## src/rtl/evc_pkg.sv

```systemverilog
package evc_pkg;

    typedef enum logic [0:0] {
        ST_ARMED = 1'b0,
        ST_HELD  = 1'b1
    } evc_state_e;

    typedef struct packed {
        logic cnt;
        logic cmp;
    } evc_edges_t;

endpackage

```

## src/rtl/evc_sync_edge.sv

```systemverilog
module evc_sync_edge
    import evc_pkg::*;
#(
    parameter int STAGES = 2
) (
    input  logic       clk,
    input  logic       rst,
    input  logic       evt_i,
    input  logic       inv_i,
    output evc_edges_t edges_o
);
    localparam int LAST = STAGES - 1;

    logic [STAGES-1:0] sync_q;
    logic              prev_q;
    logic              rise;
    logic              fall;

    always_ff @(posedge clk) begin
        if (rst) begin
            sync_q <= '0;
            prev_q <= 1'b0;
        end else begin
            sync_q <= {sync_q[STAGES-2:0], evt_i};
            prev_q <= sync_q[LAST];
        end
    end

    always_comb begin
        rise        = sync_q[LAST] & ~prev_q;
        fall        = ~sync_q[LAST] & prev_q;
        edges_o.cnt = inv_i ? fall : rise;
        edges_o.cmp = inv_i ? rise : fall;
    end

    // the two edge kinds alternate, so no two compare edges come without a level change between them
    p_cmp_not_repeated_r3: assert property (@(posedge clk) disable iff (rst)
        edges_o.cmp |=> !edges_o.cmp);

endmodule

```

## src/rtl/evc_ctrl.sv

```systemverilog
module evc_ctrl
    import evc_pkg::*;
(
    input  logic       clk,
    input  logic       rst,
    input  evc_edges_t edges_i,
    input  logic       hit_i,
    output logic       inc_o,
    output logic       clr_o
);
    evc_state_e state_q;
    evc_state_e state_d;

    // state register
    always_ff @(posedge clk) begin
        if (rst) state_q <= ST_ARMED;
        else     state_q <= state_d;
    end

    // next state
    always_comb begin
        state_d = state_q;
        unique case (state_q)
            ST_ARMED: if (edges_i.cnt) state_d = ST_HELD;
            ST_HELD:  if (edges_i.cmp) state_d = ST_ARMED;
            default:  state_d = ST_ARMED;
        endcase
    end

    // outputs
    always_comb begin
        inc_o = 1'b0;
        clr_o = 1'b0;
        unique case (state_q)
            ST_ARMED: inc_o = edges_i.cnt;
            ST_HELD:  clr_o = edges_i.cmp & hit_i;
            default:  ;
        endcase
    end

    // a held post-count level keeps the machine waiting
    p_held_waits_r3: assert property (@(posedge clk) disable iff (rst)
        (state_q == ST_HELD && !edges_i.cmp) |=> (state_q == ST_HELD));

    // an increment always leads into the waiting state
    p_inc_enters_held_r1: assert property (@(posedge clk) disable iff (rst)
        inc_o |=> (state_q == ST_HELD));

    // increment and clear never coincide
    p_inc_clr_apart_r3: assert property (@(posedge clk) disable iff (rst)
        !(inc_o && clr_o));

endmodule

```

## src/rtl/evc_count.sv

```systemverilog
module evc_count #(
    parameter int WIDTH = 8
) (
    input  logic             clk,
    input  logic             rst,
    input  logic             inc_i,
    input  logic             clr_i,
    input  logic             cap_en_i,
    input  logic [WIDTH-1:0] match_i,
    output logic             hit_o,
    output logic [WIDTH-1:0] cap_o,
    output logic             irq_o
);
    logic [WIDTH-1:0] cnt_q;
    logic [WIDTH-1:0] cap_q;
    logic             irq_q;

    always_ff @(posedge clk) begin
        if (rst) begin
            cnt_q <= '0;
            irq_q <= 1'b0;
        end else begin
            irq_q <= clr_i;
            if (clr_i)      cnt_q <= '0;
            else if (inc_i) cnt_q <= cnt_q + 1'b1;
        end
    end

    always_ff @(posedge clk) begin
        if (rst)           cap_q <= '0;
        else if (cap_en_i) cap_q <= cnt_q;
    end

    assign hit_o = (cnt_q == match_i);
    assign cap_o = cap_q;
    assign irq_o = irq_q;

    // interrupt coincides with a cleared count
    p_irq_with_clear_r4: assert property (@(posedge clk) disable iff (rst)
        irq_q |-> (cnt_q == '0));

    // single-cycle interrupt
    p_irq_single_r5: assert property (@(posedge clk) disable iff (rst)
        irq_q |=> !irq_q);

    // capture follows the previous count while enabled
    p_cap_follow_r6: assert property (@(posedge clk) disable iff (rst)
        (!$past(rst) && $past(cap_en_i)) |-> (cap_q == $past(cnt_q)));

    // capture holds while disabled
    p_cap_hold_r6: assert property (@(posedge clk) disable iff (rst)
        (!$past(rst) && !$past(cap_en_i)) |-> $stable(cap_q));

    // the count only steps by one (wrapping) or returns to zero
    p_count_step_r8: assert property (@(posedge clk) disable iff (rst)
        !$past(rst) |-> (cnt_q == $past(cnt_q) || cnt_q == WIDTH'($past(cnt_q) + 1'b1) || cnt_q == '0));

endmodule

```

## src/rtl/evt_counter_top.sv

```systemverilog
module evt_counter_top
    import evc_pkg::*;
#(
    parameter int WIDTH       = 8,
    parameter int SYNC_STAGES = 2
) (
    input  logic             clk,
    input  logic             rst,
    input  logic             evt_i,
    input  logic             inv_i,
    input  logic [WIDTH-1:0] match_i,
    input  logic             cap_en_i,
    output logic [WIDTH-1:0] cap_o,
    output logic             irq_o
);
    evc_edges_t edges;
    logic       hit;
    logic       inc;
    logic       clr;

    evc_sync_edge #(.STAGES(SYNC_STAGES)) u_sync (
        .clk     (clk),
        .rst     (rst),
        .evt_i   (evt_i),
        .inv_i   (inv_i),
        .edges_o (edges)
    );

    evc_ctrl u_ctrl (
        .clk     (clk),
        .rst     (rst),
        .edges_i (edges),
        .hit_i   (hit),
        .inc_o   (inc),
        .clr_o   (clr)
    );

    evc_count #(.WIDTH(WIDTH)) u_count (
        .clk      (clk),
        .rst      (rst),
        .inc_i    (inc),
        .clr_i    (clr),
        .cap_en_i (cap_en_i),
        .match_i  (match_i),
        .hit_o    (hit),
        .cap_o    (cap_o),
        .irq_o    (irq_o)
    );

    // reset leaves the interrupt low
    p_reset_quiet_r10: assert property (@(posedge clk)
        $past(rst) |-> !irq_o);

endmodule

```

## config.mk

```make
export PLATFORM = sky130hd
export DESIGN_NAME = evt_counter_top
export DESIGN_NICKNAME = d
export VERILOG_FILES = /design/src/rtl/evc_pkg.sv /design/src/rtl/evc_sync_edge.sv /design/src/rtl/evc_ctrl.sv /design/src/rtl/evc_count.sv /design/src/rtl/evt_counter_top.sv
export SDC_FILE = /design/constraint.sdc
export NUM_CORES = 1
export LEC_CHECK = 0
export CAP_MARGIN = 10
export CORE_MARGIN = 4
export CORE_UTILIZATION = 35
export CTS_CLUSTER_DIAMETER = 60
export CTS_CLUSTER_SIZE = 28
export DETAILED_ROUTE_END_ITERATION = 7
export HOLD_SLACK_MARGIN = 0.08
export REMOVE_ABC_BUFFERS = 1
export SETUP_SLACK_MARGIN = 0.3
export SYNTH_ARGS = -nofsm -noshare
export SYNTH_HDL_FRONTEND = slang
export SYNTH_SLANG_ARGS = --single-unit
```

## constraint.sdc

```tcl
create_clock -name clk -period 2.7 [get_ports clk]
set_clock_uncertainty 0.05 [all_clocks]
set_input_delay 0.54 -clock clk [delete_from_list [all_inputs] [get_ports clk]]
set_output_delay 0.54 -clock clk [all_outputs]
set_load 0.01 [all_outputs]
```

==> results by group <==
Global route
  – Overflow after GRT: 0
  – Number of global-route vias before repair: ~750
  – First-pass GRT wire length: 3270 um
  – Initial antenna violation count: 0
  – GR Util All Layers: 0.122
  – Largest net degree at the start of global routing: 13

Floorplan
  – Die W: 61.7 um
  – CORE AREA: 2760 um^2
  – Top Ports: 22
  – Row count: 19
  – Initial core utilization: 0.366
  – Chip Height: around 60 um
  – Die area: 3800 um^2

Clock network
  – Setup bufs post-CTS: 0
  – Clock Tree Buf Depth: 2
  – CTS Sinks: 21
  – CTS resizes: 0
  – Hold-fix buffers, CTS: 0
  – CTS Buf Count: 3
  – Clock root buffer: clkbuf_4
  – Latest clock arrival within the worst-skew pair: about 0.3 ns
  – CTS tree: built
  – Htree depth: 1
  – Clock slew at reported path FFs: 0.11 ns

Layout
  – Share of cells above drive strength 1: 0.0744
  – Fin area: 1260 um^2
  – # nets final: around 140
  – Layout Utilization: 0.457
  – P&R area growth vs syn: 24.9%
  – Most frequent cells in the layout: clkdlybuf4s50_1, dfxtp_1, nor2_1, xnor2_1, mux2i_1
  – Fillers: ~270
  – Layout Cells excl Fill: around 150
  – ANT cells: 0

Run status
  – Status: finished, final reports clean

Timing
  – Maximum clock frequency: about 480 MHz
  – RSZ-0062 raised after global routing: false
  – Measured slew at the worst slew-check pin: ~0.47 ns
  – Final hold vios: 0
  – Final Max Tran Viols: 0
  – Setup_tns: 0 ns
  – Finish-stage setup viols: 0
  – Fin crit share: 0.775
  – Relative slew margins: 0.683
  – Min cycle time layout: 2.09 ns

Pwr
  – Share of total power in the clock network: 0.285
  – Combinational fraction of design power: 0.100
  – Pwr Total: 0.000523 W
  – Reg power frac: 0.615
  – Internal power: slightly above 0.0004 W
  – P_sw: 0.000120 W
  – IR Drop Worst-Case VDD: between 0.0002 and 0.00025 V
  – Sw frac: 0.230
  – Leak: 0.414 nW
  – Pwr dens: just over 400 nW/um^2

Setup path
  – R2R depth: 4
  – Critical path fanouts, max: 7
  – Kind of critical path: primary input to flop
  – CP Capture Type: flop
  – Worst reg2reg path startpoint: u_sync.sync_q[1]
  – Capture point of the critical path: u_count.cnt_q[5]
  – Critical Path Start Type: primary input
  – Stages on worst setup path: 5
  – Critical Path Source: inv_i
  – CP max stage delay: around 0.55 ns
  – Crit path max-delay family: simple AND/OR/NAND/NOR gates
  – Crit-path cells: clkdlybuf4s50_1 -> or3b_1 -> a2111oi_2 -> xnor2_1 -> nor2_2
  – FF-to-FF End: u_count.cnt_q[5]
  – Register-to-register setup slack: around 0.87 ns
  – CP max stage cell: or3b_1
  – Required @ worst endpoint: ~2.9 ns
  – Arrival time worst endpoint: 2.25 ns
  – CP bufs+invs: 1

Placed design
  – Dpl cell area: around 1200 um^2
  – HPWL after detailed placement: 1490 um
  – Port Buf Inserts: 21
  – RD Place Congestion: 0.724
  – Dpl cells: roughly 150

Yosys
  – Avg Synthesized Cell Area: between 9 and 10 um^2
  – Synth Cell Area: 1010 um^2
  – FF+latch count, synth: 21
  – Yosys top cell area share: 0.417
  – Sequential area share after synthesis: 0.417
  – Post-synthesis instance total: between 100 and 150
  – Number of distinct library cells after synthesis: 26
  – Synth warnings: 0
  – Post-synth top area cell: dfxtp_1
  – Main area contributors after synthesis: dfxtp_1, xnor2_1, mux2i_1, nor2_1, a2111oi_4

Routing
  – Residual DRC: 0
  – Drt via density: approximately 5.1
  – Vias: 769
  – Wire per inst: 12.9 um
  – Post-DRT Antenna Nets: 0
  – Routed wire length: 1960 um
  – Initial DRT Pass Iterations: 4
  – DR iter-0 viols: 18

Flow run
  – Max-cap violation count: 0

Hold path
  – Hold Crit Class: flop to flop
Yosys cell counts, drive strengths merged:
master and number:
a2111oi 3, a211oi 4, a21oi 1, and3b 1, buf 3, clkbuf 4
dfxtp 21, ha 1, inv 3, mux2i 11, nand2 2, nand3 4
nand3b 1, nand4 2, nor2 17, nor2b 3, nor3b 1, nor4 1
o211ai 1, o31ai 1, or3b 1, xnor2 15
layout make-up:
| class | count | area [um^2] | area share |
|---|---|---|---|
| Sequential cell | 21 | 420 | 0.334 |
| Multi-Input combinational cell | 70 | 538 | 0.427 |
| Clock buffer | 4 | 26.3 | 0.0209 |
| Tap cell | 31 | 38.8 | 0.0308 |
| Timing Repair Buffer | 23 | 225 | 0.179 |
| Inverter | 3 | 11.3 | 0.00894 |
power by group through the flow:
stage	sequential (W)	combinational, W	clock (W)
6_report	0.000321	0.0000523	0.000149
4_1_cts	0.000321	0.0000530	0.000155
3_5_place_dp	0.000328	0.0000528	0
2_1_floorplan	0.000327	0.0000214	0
3_3_place_gp	0.000328	0.0000517	0
5_1_grt	0.000323	0.0000573	0.000169
cells by family (layout without fill, tap and decap cells):
group,count (synthesis),after routing,share of synthesized area
buffers and inverters,10,30,0.0496
AND/OR/NAND/NOR,33,33,0.163
adder cells (fa/ha/maj),1,1,0.0124
multiplexers,11,11,0.109
XOR/XNOR,15,15,0.130
AO/OA/AOI/OAI,10,10,0.119
flip-flops,21,21,0.417
routing by layer:
metal | wire, um | global-route usage
met5 | 0 | 0
met4 | 41 | 0.0727
met3 | 87 | 0.0335
met2 | 947 | 0.197
met1 | 883 | 0.144
how the worst min path moves through the flow:
stage | start | to | slack (ns) | depth (start not counted)
6_report | u_sync.sync_q[0] | u_sync.sync_q[1] | 0.41 | 1
3_3_place_gp | u_sync.sync_q[0] | u_sync.sync_q[1] | 0.37 | 1
4_1_cts | u_sync.sync_q[0] | u_sync.sync_q[1] | 0.41 | 1
5_1_grt | u_sync.sync_q[0] | u_sync.sync_q[1] | 0.42 | 1
3_5_place_dp | u_sync.sync_q[0] | u_sync.sync_q[1] | 0.38 | 1
2_1_floorplan | u_sync.sync_q[0] | u_sync.sync_q[1] | 0.36 | 1
per-stage QoR:
stage | setup WS (ns) | hold WS [ns]
final | 0.607 | 0.408
after global routing | 0.542 | 0.422
after CTS | 0.603 | 0.407
after detailed placement | 0.280 | 0.382
after global placement | 0.336 | 0.368
after floorplan | 0.846 | 0.364
sequential cells by signal, indices dropped and copies added, names as in the netlist:
signal / flops
u_count.cap_o: 8
u_count.cnt_q: 8
u_count.irq_o: 1
u_ctrl.state_q: 1
u_sync.prev_q: 1
u_sync.sync_q: 2
Power figures use the tool's default switching activity.
